===== src/rtl/dualdiv_pkg.sv =====
package dualdiv_pkg;
  typedef enum logic {
    PH_A = 1'b0,
    PH_B = 1'b1
  } ph_e;
endpackage


===== src/rtl/dualdiv_cfg_hold.sv =====
module dualdiv_cfg_hold #(
  parameter int DIV_W = 8,
  parameter int REP_W = 8
) (
  input  logic             clk,
  input  logic             rst,
  input  logic             load_i,
  input  logic             dual_i,
  input  logic [DIV_W-1:0] div_a_i,
  input  logic [REP_W-1:0] rep_a_i,
  input  logic [DIV_W-1:0] div_b_i,
  input  logic [REP_W-1:0] rep_b_i,
  output logic             dual_q,
  output logic [DIV_W-1:0] div_a_q,
  output logic [REP_W-1:0] rep_a_q,
  output logic [DIV_W-1:0] div_b_q,
  output logic [REP_W-1:0] rep_b_q
);
  // Active configuration: captured in reset and at each sequence boundary.
  always_ff @(posedge clk) begin
    if (rst || load_i) begin
      dual_q  <= dual_i;
      div_a_q <= div_a_i;
      rep_a_q <= rep_a_i;
      div_b_q <= div_b_i;
      rep_b_q <= rep_b_i;
    end
  end


  cfg_stable_chk: assert property (@(posedge clk) disable iff (rst)
    !load_i |=> ($stable(dual_q) && $stable(div_a_q) && $stable(rep_a_q) &&
                 $stable(div_b_q) && $stable(rep_b_q)));
endmodule


===== src/rtl/dualdiv_period_ctr.sv =====
module dualdiv_period_ctr #(
  parameter int DIV_W = 8
) (
  input  logic             clk,
  input  logic             rst,
  input  logic [DIV_W-1:0] div_i,
  output logic             last_o,
  output logic             high_o
);
  localparam int FW = DIV_W + 1;

  logic [DIV_W-1:0] cnt;
  logic [FW-1:0]    full_len;
  logic [FW-1:0]    half_len;

  always_comb begin
    full_len = {1'b0, div_i} + {{DIV_W{1'b0}}, 1'b1};
    half_len = full_len >> 1;
    if (half_len == '0) half_len = {{DIV_W{1'b0}}, 1'b1};
  end

  assign last_o = (cnt == div_i);
  assign high_o = ({1'b0, cnt} < half_len);

  always_ff @(posedge clk) begin
    if (rst || last_o) cnt <= '0;
    else               cnt <= cnt + DIV_W'(1);
  end


  cnt_range_chk: assert property (@(posedge clk) disable iff (rst)
    cnt <= div_i);
endmodule


===== src/rtl/dualdiv_phase_seq.sv =====
module dualdiv_phase_seq
  import dualdiv_pkg::*;
#(
  parameter int REP_W = 8
) (
  input  logic             clk,
  input  logic             rst,
  input  logic             period_end_i,
  input  logic             dual_i,
  input  logic [REP_W-1:0] rep_a_i,
  input  logic [REP_W-1:0] rep_b_i,
  output ph_e              phase_o,
  output logic             seq_end_o
);
  logic [REP_W-1:0] rcnt;

  assign seq_end_o = period_end_i &&
                     (!dual_i || (phase_o == PH_B && rcnt == rep_b_i));

  always_ff @(posedge clk) begin
    if (rst || !dual_i) begin
      phase_o <= PH_A;
      rcnt    <= '0;
    end else if (period_end_i) begin
      if (phase_o == PH_A) begin
        if (rcnt == rep_a_i) begin
          phase_o <= PH_B;
          rcnt    <= '0;
        end else begin
          rcnt <= rcnt + REP_W'(1);
        end
      end else begin
        if (rcnt == rep_b_i) begin
          phase_o <= PH_A;
          rcnt    <= '0;
        end else begin
          rcnt <= rcnt + REP_W'(1);
        end
      end
    end
  end


  single_hold_chk: assert property (@(posedge clk) disable iff (rst)
    !dual_i |-> (phase_o == PH_A && rcnt == '0));


  phase_stable_chk: assert property (@(posedge clk) disable iff (rst)
    !period_end_i |=> $stable(phase_o));
endmodule


===== src/rtl/dual_ratio_clkdiv.sv =====
module dual_ratio_clkdiv
  import dualdiv_pkg::*;
#(
  parameter int DIV_W = 8,
  parameter int REP_W = 8
) (
  input  logic             clk,
  input  logic             rst,
  input  logic             dual_en,
  input  logic [DIV_W-1:0] div_a,
  input  logic [REP_W-1:0] rep_a,
  input  logic [DIV_W-1:0] div_b,
  input  logic [REP_W-1:0] rep_b,
  output logic             tick_o,
  output logic             clk_o
);
  logic             act_dual;
  logic [DIV_W-1:0] act_div_a, act_div_b, cur_div;
  logic [REP_W-1:0] act_rep_a, act_rep_b;
  logic             period_end, seq_end, lvl;
  ph_e              phase;

  dualdiv_cfg_hold #(.DIV_W(DIV_W), .REP_W(REP_W)) u_cfg (
    .clk(clk), .rst(rst), .load_i(seq_end),
    .dual_i(dual_en), .div_a_i(div_a), .rep_a_i(rep_a),
    .div_b_i(div_b), .rep_b_i(rep_b),
    .dual_q(act_dual), .div_a_q(act_div_a), .rep_a_q(act_rep_a),
    .div_b_q(act_div_b), .rep_b_q(act_rep_b)
  );

  assign cur_div = (phase == PH_B) ? act_div_b : act_div_a;

  dualdiv_period_ctr #(.DIV_W(DIV_W)) u_period (
    .clk(clk), .rst(rst), .div_i(cur_div),
    .last_o(period_end), .high_o(lvl)
  );

  dualdiv_phase_seq #(.REP_W(REP_W)) u_seq (
    .clk(clk), .rst(rst), .period_end_i(period_end),
    .dual_i(act_dual), .rep_a_i(act_rep_a), .rep_b_i(act_rep_b),
    .phase_o(phase), .seq_end_o(seq_end)
  );

  always_ff @(posedge clk) begin
    if (rst) begin
      tick_o <= 1'b0;
      clk_o  <= 1'b0;
    end else begin
      tick_o <= period_end;
      clk_o  <= lvl;
    end
  end


  seq_restart_chk: assert property (@(posedge clk) disable iff (rst)
    seq_end |=> (phase == PH_A));


  reset_quiet_chk: assert property (@(posedge clk)
    rst |=> (!tick_o && !clk_o));
endmodule


===== config.mk =====
export PLATFORM = sky130hd
export DESIGN_NAME = dual_ratio_clkdiv
export DESIGN_NICKNAME = d
export VERILOG_FILES = /design/src/rtl/dualdiv_pkg.sv /design/src/rtl/dualdiv_cfg_hold.sv /design/src/rtl/dualdiv_period_ctr.sv /design/src/rtl/dualdiv_phase_seq.sv /design/src/rtl/dual_ratio_clkdiv.sv
export SDC_FILE = /design/constraint.sdc
export NUM_CORES = 1
export LEC_CHECK = 0
export BUFFER_PORTS_ARGS = -buffer_cell sky130_fd_sc_hd__buf_2
export CAP_MARGIN = 15
export CORE_MARGIN = 2
export CORE_UTILIZATION = 32
export DETAILED_ROUTE_END_ITERATION = 6
export GPL_ROUTABILITY_DRIVEN = 1
export PLACE_DENSITY = 0.54
export SETUP_SLACK_MARGIN = 0.02
export SYNTH_ARGS = -nofsm -noshare
export SYNTH_HDL_FRONTEND = slang
export SYNTH_SLANG_ARGS = --single-unit

===== constraint.sdc =====
create_clock -name clk -period 7.3 [get_ports clk]
set_clock_uncertainty 0.2 [all_clocks]
set_input_delay 0 -clock clk [delete_from_list [all_inputs] [get_ports clk]]
set_output_delay 0 -clock clk [all_outputs]
set_load 0.05 [all_outputs]

==> Yosys cells after proc, flatten, opt, wreduce, memory -nomap -nowiden <==
Index checks and enable logic that the tools add are counted.
{ "totals": {"inputBits": 35, "elab_cells": 33, "ff_bits": 52, "output_inout_bits": 2} }
{ "op_classes": {"n_addsub": 3, "eq_ne": 3, "n_reduce_logical": 8, "n_mux": 8, "magnitude_cmp": 1} }
{ "op_table": {"columns": ["operator", "count"], "rows": [
  ["two-way mux 8 bit", 5],
  ["equality test 8 bit", 3],
  ["adder 8 x 1 -> 8 bit (second input constant)", 2],
  ["adder 8 x 1 -> 9 bit (second input constant)", 1],
  ["logical NOT 9 bit", 1],
  ["< comparator 8 x 9 -> 1 bit", 1],
  ["logical OR 1 bit", 4],
  ["two-way mux 1 bit", 3],
  ["logical AND 1 bit", 2],
  ["logical NOT 1 bit", 1]
]} }

==> Longest topological paths before layout <==
Gate-level depths: netlist of run 1.
{ "logic_depth": {"ltp_word": 5, "mapped_depth": 14, "ltp_nobuf": 11} }

==> Hierarchy <==
A second synthesis of run 1 with hierarchy kept.
{ "hier_totals": {"hier_cells": 210, "hier_area_um2": 2640.0} }
{ "by_module_without_submodules": {"columns": ["module", "cells_each", "area_per_inst_um2", "n_inst", "seq_area_each_um2"], "rows": [
  ["dualdiv_cfg_hold", 34, 997.2, 1, 991.0],
  ["dualdiv_period_ctr", 91, 767.0, 1, 160.2],
  ["dualdiv_phase_seq", 72, 691.9, 1, 180.2],
  ["dual_ratio_clkdiv", 13, 183.9, 1, 40.0]
]} }

==> Worst setup path after synthesis of run 1 <==
Ideal clock, no wire load.
{ "synth_path": {"path_kind": "flip-flop to flip-flop", "start": "register u_seq.phase_o", "end": "register u_cfg.div_a_q[0] (enable)", "setup_slack_ns": 4.611, "path_buffers": 2, "required_time_ns": 6.725, "synth_period_minus_slack_ns": 2.689, "arrival_time_ns": 2.114, "stages_incl_launch_ff": 9, "setup_time_ns": 0.375, "path_cell_list": "dfxtp_1 -> buf_6 -> buf_8 -> mux2i_2 -> xnor2_1 -> nor4_4 -> nand2_4 -> a21oi_1 -> or2_2"} }
{ "synth_between": {"elab_chain_len": 4} }
{ "synth_rtl": {"columns": ["element", "line", "text"], "rows": [
  ["start: declaration", "dualdiv_phase_seq.sv:12", "output ph_e phase_o,"],
  ["start signal: assignment", "dualdiv_phase_seq.sv:22", "phase_o <= PH_A;"],
  ["start signal: assignment", "dualdiv_phase_seq.sv:27", "phase_o <= PH_B;"],
  ["start signal: assignment", "dualdiv_phase_seq.sv:34", "phase_o <= PH_A;"],
  ["two-way mux 8 bit or logical AND 1 bit (tied branches)", "dual_ratio_clkdiv.sv:31, dualdiv_phase_seq.sv:18", null],
  ["equality test 8 bit or logical OR 1 bit (tied branches)", "dualdiv_period_ctr.sv:22, dualdiv_phase_seq.sv:18", null],
  ["logical AND 1 bit (*)", "dualdiv_phase_seq.sv:17", "assign seq_end_o = period_end_i &&"],
  ["logical OR 1 bit (*)", "dualdiv_cfg_hold.sv:21", "if (rst || load_i) begin"],
  ["end signal: assignment", "dualdiv_cfg_hold.sv:23", "div_a_q <= div_a_i;"],
  ["end: declaration", "dualdiv_cfg_hold.sv:14", "output logic [DIV_W-1:0] div_a_q,"]
]} }
Mark *: on every way between the ends. The rest lies on a longest branch, timed or not.
A chain may end at the register's enable or synchronous reset.

==> Worst setup path after layout of run 1 <==
{ "layout_path": {"start": "register u_seq.phase_o", "end": "register u_cfg.div_a_q[5] (enable)"} }
Same word-level chain as after synthesis.

==> reports/metrics.yaml, run 1 <==
outcome: "finished, final reports clean"
hold_start: "rep_a[6]"
reg2reg_slack_ps: 3840
via_per_inst: 4.54
cp_slowest_cell: "dfxtp_1"
finalHoldViolCount: 0
diodes: 0
place_congestion: 0.761
syn_to_final_growth_pct: 27.0
grt_pass1_vias: 1808
vdd_ir_drop_max_mv: 0.105
vias: 1784
cts_resized: 0
wl_per_cell_um: 12.7
worstSetupPathType: "flop to flop"
fin_crit_ps: 3460
die_height_um: 94.0
cp_max_fo: 33
cts_buffers: 5
setup-violations-final: 0
synth_compound_area_share_pct: 5.69
synthXorXnorAreaFrac_pct: 14.5
fmax_mhz: 289
worstHoldEndpoint: "u_cfg.rep_a_q[6]"
path_clk_slew_ps: 100
clock_path_buffers: 2
gr-usage-all-layers_pct: 12.2
synth_fa_ha_area_share_pct: 4.83
row_count: 32
ioPinCount: 37
core_area_um2: 7810
drive_gt1_share_pct: 18.2
slowest_delay_ps: 880
initial_core_util_pct: 33.2
clk_latency_ps: 300
worst_pin_slew_ps: 841
drt_iter0_drc: 85
synthCells: 220
worstHoldPathType: "input pin to flop"
ys_types: 41
synth_edf_count: 33
drc_errors: 0
htree_levels: 2
syn_area_per_cell_um2: 11.8
synth_top_family_by_area: "simple AND/OR/NAND/NOR gates"
p_leak_uw: 0.00125
drtPass1Iterations: 4
critPathLaunchType: "flop"
yosys.area_share.simple_pct: 15.8
final_max_slew_viol_count: 0
critPathCaptureType: "flop"
crit_required_ps: 7040
setup-tns-final_ps: 0
placed_cells: 351
synth-seq-cells: 52
die_w_um: 94.0
synthMuxAreaShare_pct: 3.91
io_buffers: 36
grt_max_degree: 34
arrival_ps: 3200
syn_area_um2: 2590
power.total_uw: 570
yosysSeqAreaShare_pct: 52.9
hold_depth: 2
postRouteAntennaNets: 0
dieArea_um2: 8840
power.density_nw_per_um2: 173
syn_nets: 265
grt_first_pass_wirelength_um: 8330
maxCapViolCount: 0
r2r_end: "u_cfg.div_a_q[5]"
layout.cells.non_filler: 393
root_buffer: "clkbuf_8"
rsz0062_at_grt: "no"
reg2reg_depth: 6
worstPathCellList: "mux2i_1 > xnor2_1 > nor4_4 > nand2_4 > a21oi_1 > or2_2"
max-slew-margin-rel_pct: 43.8
antenna_found_initial: 0
dp_hpwl_um: 3550
r2r-start: "u_seq.phase_o"
tritoncts: "yes"
nNetsFinal: 335
wirelength_um: 4990
grt_overflow: 0
fin_crit_sh_pct: 47.4
ys.flop_type: "edfxtp_1"
ys.warnings.count: 0
cts_sinks: 52
synthArstFlopShare_pct: 0
-- cells by family after synthesis --
kind of cell               count (synthesis)
AOI/OAI and AO/OA                         23
xor gates and xnor gates                  43
adders and majority gates                 10
buffers and inverters                     11
DFF                                       52
muxes                                      9
and+or+nand+nor                           72
-- cell usage after synthesis, types with 2 or more instances --
cell / instances / area [µm²]
edfxtp_1: 33 / 991
xor2_1: 23 / 201
nor2_1: 20 / 75.1
xnor2_1: 20 / 175
dfxtp_1: 19 / 380
nand3_1: 12 / 60.1
ha_1: 10 / 125
nand2_1: 9 / 33.8
nand4_1: 9 / 56.3
a21oi_1: 6 / 30.0
mux2i_1: 6 / 60.1
clkbuf_1: 5 / 18.8
o21ai_0: 5 / 25.0
and3_1: 4 / 25.0
inv_1: 4 / 15.0
and2_1: 3 / 18.8
mux2i_2: 3 / 41.3
nand4b_1: 2 / 17.5
nor2b_1: 2 / 12.5
nor4_1: 2 / 12.5
nor4_4: 2 / 42.5
o31ai_1: 2 / 15.0
-- state kept, by name, indices dropped and copies added, names as in the netlist --
| signal | cells |
|---|---|
| clk_o | 1 |
| tick_o | 1 |
| u_cfg.div_a_q | 8 |
| u_cfg.div_b_q | 8 |
| u_cfg.dual_q | 1 |
| u_cfg.rep_a_q | 8 |
| u_cfg.rep_b_q | 8 |
| u_period.cnt | 8 |
| u_seq.phase_o | 1 |
| u_seq.rcnt | 8 |
-- cells in the final DEF, fill, tap and decap left out, types with 2 or more instances in the layout --
cell	count
nand4_1	9
mux2i_2	3
xnor2_1	20
xor2_1	23
nand3_1	12
nand4b_1	2
buf_2	36
clkbuf_8	6
mux2i_1	6
and3_1	4
nor2b_1	2
edfxtp_1	33
a21oi_1	6
nand2_1	9
nor4_1	2
ha_1	10
o31ai_1	2
dlygate4sd3_1	34
o21ai_0	5
nor4_4	2
dfxtp_1	19
nor2_1	20
inv_1	4
and2_1	3
-- per-stage QoR --
stage	util [%]	hold slack, ps	cell area (µm²)	setup slack (ps)
6_report	42.2	193	3290	3840
5_1_grt	42.2	192	3290	3470
4_1_cts	42.2	189	3290	3790
3_5_place_dp	36.6	-21.9	2860	3800
3_3_place_gp	36.6	-23.6	2860	3880
2_1_floorplan	-	-128	2590	4610
-- timing repair --
action,CTS,global route
endpoints found under the hold margin,36,0
setup buffers,0,0
hold buffers,34,0
-- power by group --
part	switching (µW)	internal, µW	total (µW)
clock network	95.8	77.7	174
logic	28.5	33.0	61.5
registers	8.73	326	335
-- worst max-delay path by stage --
| stage | startpoint | endpoint | slack, ps |
|---|---|---|---|
| detailed placement | u_seq.phase_o | u_cfg.div_a_q[0] | 3800 |
| CTS | u_seq.phase_o | u_cfg.rep_b_q[5] | 3790 |
| global route | u_seq.phase_o | u_cfg.div_a_q[1] | 3470 |
| finish | u_seq.phase_o | u_cfg.div_a_q[5] | 3840 |
| floorplan | u_seq.phase_o | u_cfg.div_a_q[0] | 4610 |
| global placement | u_seq.phase_o | u_cfg.div_a_q[0] | 3880 |
-- worst max-delay path: cells and delay by family, from the launching register on --
kind	cells	cell delay [ps]
mux	1	460
simple gates	3	1220
xor+xnor	1	180
compound gates	1	140
flops	1	880
-- layout make-up --
cell class | count | area [µm²]
clock buffer | 6 | 82.6
clock inverter | 2 | 13.8
fill | 738 | 4520
inverter | 4 | 15.0
multi-input combinational | 157 | 1160
sequential | 52 | 1370
tap | 102 | 128
timing repair buffer | 70 | 520
-- layer usage --
layer | global-route usage [%] | routed length, µm
met2 | 20.5 | 2360
met5 | 0 | 0
met4 | 3.62 | 66
met3 | 1.93 | 128
met1 | 16.2 | 2440
Note: power is estimated with default switching activity, not from simulation.
==> run 2: changes to the inputs <==
==> constraint.sdc (replaced) <==
create_clock -name clk -period 3.55 [get_ports clk]
set_clock_uncertainty 0.2 [all_clocks]
set_input_delay 0 -clock clk [delete_from_list [all_inputs] [get_ports clk]]
set_output_delay 0 -clock clk [all_outputs]
set_load 0.05 [all_outputs]
==> reports/metrics.yaml, run 2 (same netlist as run 1, synthesis figures left out) <==
final_util_pct: 42.5
core_area_um2: 7810
worst_pin_slew_ps: 826
p_leak_uw: 0.00126
die_w_um: 94.0
dieArea_um2: 8840
setup-violations-final: 0
vdd_ir_drop_max_mv: 0.179
die_height_um: 94.0
finalHoldViolCount: 0
placed_cell_area_um2: 2880
final_cell_mix: "buf_2 (36), dlygate4sd3_1 (34), edfxtp_1 (33)"
fmax_mhz: 316
diodes: 0
path_buf_inv: 1
cts_buffers: 5
cts_sinks: 52
dp_hpwl_um: 3580
tritoncts: "yes"
critPathLaunchType: "flop"
fillers: 762
gr-usage-all-layers_pct: 11.9
power.density_nw_per_um2: 357
place_congestion: 0.787
root_buffer: "clkbuf_8"
crit_required_ps: 3360
final_max_slew_viol_count: 0
critPathCaptureType: "flop"
holdWs_ps: 186
wirelength_um: 4950
postRouteAntennaNets: 0
maxCapViolCount: 0
arrival_ps: 2970
grt_max_degree: 23
swShare_pct: 23.9
p_sw_uw: 282
pwr-share-clk_pct: 30.9
drt_iter0_drc: 91
seq_area_um2: 1370
max-slew-margin-rel_pct: 44.8
slowest_delay_ps: 870
row_count: 32
syn_to_final_growth_pct: 27.8
outcome: "finished, final reports clean"
drive_gt1_share_pct: 19.0
p_seq_share_pct: 58.2
wl_per_cell_um: 12.5
htree_levels: 2
final_common_cell: "buf_2"
fin_crit_ps: 3170
rsz0062_at_grt: "no"
setup-tns-final_ps: 0
p_int_uw: 901
worstHoldPathType: "input pin to flop"
path_clk_slew_ps: 100
via_per_inst: 4.56
vias: 1805
cp_max_fo: 22
drtPass1Iterations: 6
grt_pass1_vias: 1795
ioPinCount: 37
drc_errors: 0
pwr-share-comb_pct: 10.9
io_buffers: 36
worstPathCellList: "mux2i_1 > xnor2_1 > nor4_4 > nand2_4 > a21oi_1 > or2_2 > buf_4"
worstSetupPathType: "flop to flop"
critical-path-top-delay-family: "flip-flops"
clock_path_buffers: 2
clk_latency_ps: 310
cts_resized: 0
fin_crit_sh_pct: 89.3
cp_slowest_cell: "dfxtp_1"
fin_area_um2: 3310
grt_first_pass_wirelength_um: 8190
multiInputGateArea_um2: 1160
initial_core_util_pct: 33.2
nNetsFinal: 338
antenna_found_initial: 0
grt_overflow: 0
## run 2: cell count changes in the layout (fill, tap and decap cells not counted)
cell / change
buf_4: +3
## run 2: final cells by class
cell class | count | share of cell area (%)
inverters | 4 | 0.453
flip-flops and latches | 52 | 41.4
well taps | 102 | 3.85
clock inverters | 2 | 0.415
multi-input cells | 157 | 35.0
repair buffers | 73 | 16.4
clock buffers | 6 | 2.49
## run 2: through the flow
step                std cells  total power [µW]  worst slack [ps]
detailed placement        354               805               370
floorplan                 220               763               861
finish                    396              1180               381
global placement          354               803               458
global route              396              1230              94.7
CTS                       396              1190               355
## run 2: per-layer routing
metal / vias up / track usage [%] / routed length (µm)
li1: 943 / - / -
met1: 809 / 16.3 / 2520
met2: 39 / 18.4 / 2130
met3: 14 / 2.17 / 175
met4: 0 / 5.31 / 127
met5: - / 0 / 0
## run 2: power by group through the flow
stage                     sequential, µW  combinational, µW  clock (µW)
after floorplan                      700               63.5           0
after detailed placement             703                102           0
after global placement               703                100           0
after global routing                 692                144         399
final                                688                129         365
after CTS                            689                131         374
## run 2: final timing paths
check | start | end | slack, ps | cells after the start
min | rep_a[0] | u_cfg.rep_a_q[0] | 190 | 2
min reg2reg | u_seq.rcnt[7] | u_seq.rcnt[7] | 360 | 2
max | u_seq.phase_o | u_cfg.rep_b_q[2] | 380 | 7
max reg2reg | u_seq.phase_o | u_cfg.rep_b_q[2] | 380 | 7
## run 2: repair_timing
item	4_1_cts	5_1_grt
hold buffers	34	0
hold endpoints to repair	36	0
setup buffers	0	0
## run 2: worst reg2reg max path, stage by stage (launching register included)
cell and delay [ps]:
dfxtp_1 870, mux2i_1 480, xnor2_1 170, nor4_4 460, nand2_4 170, a21oi_1 140, or2_2 130, buf_4 240
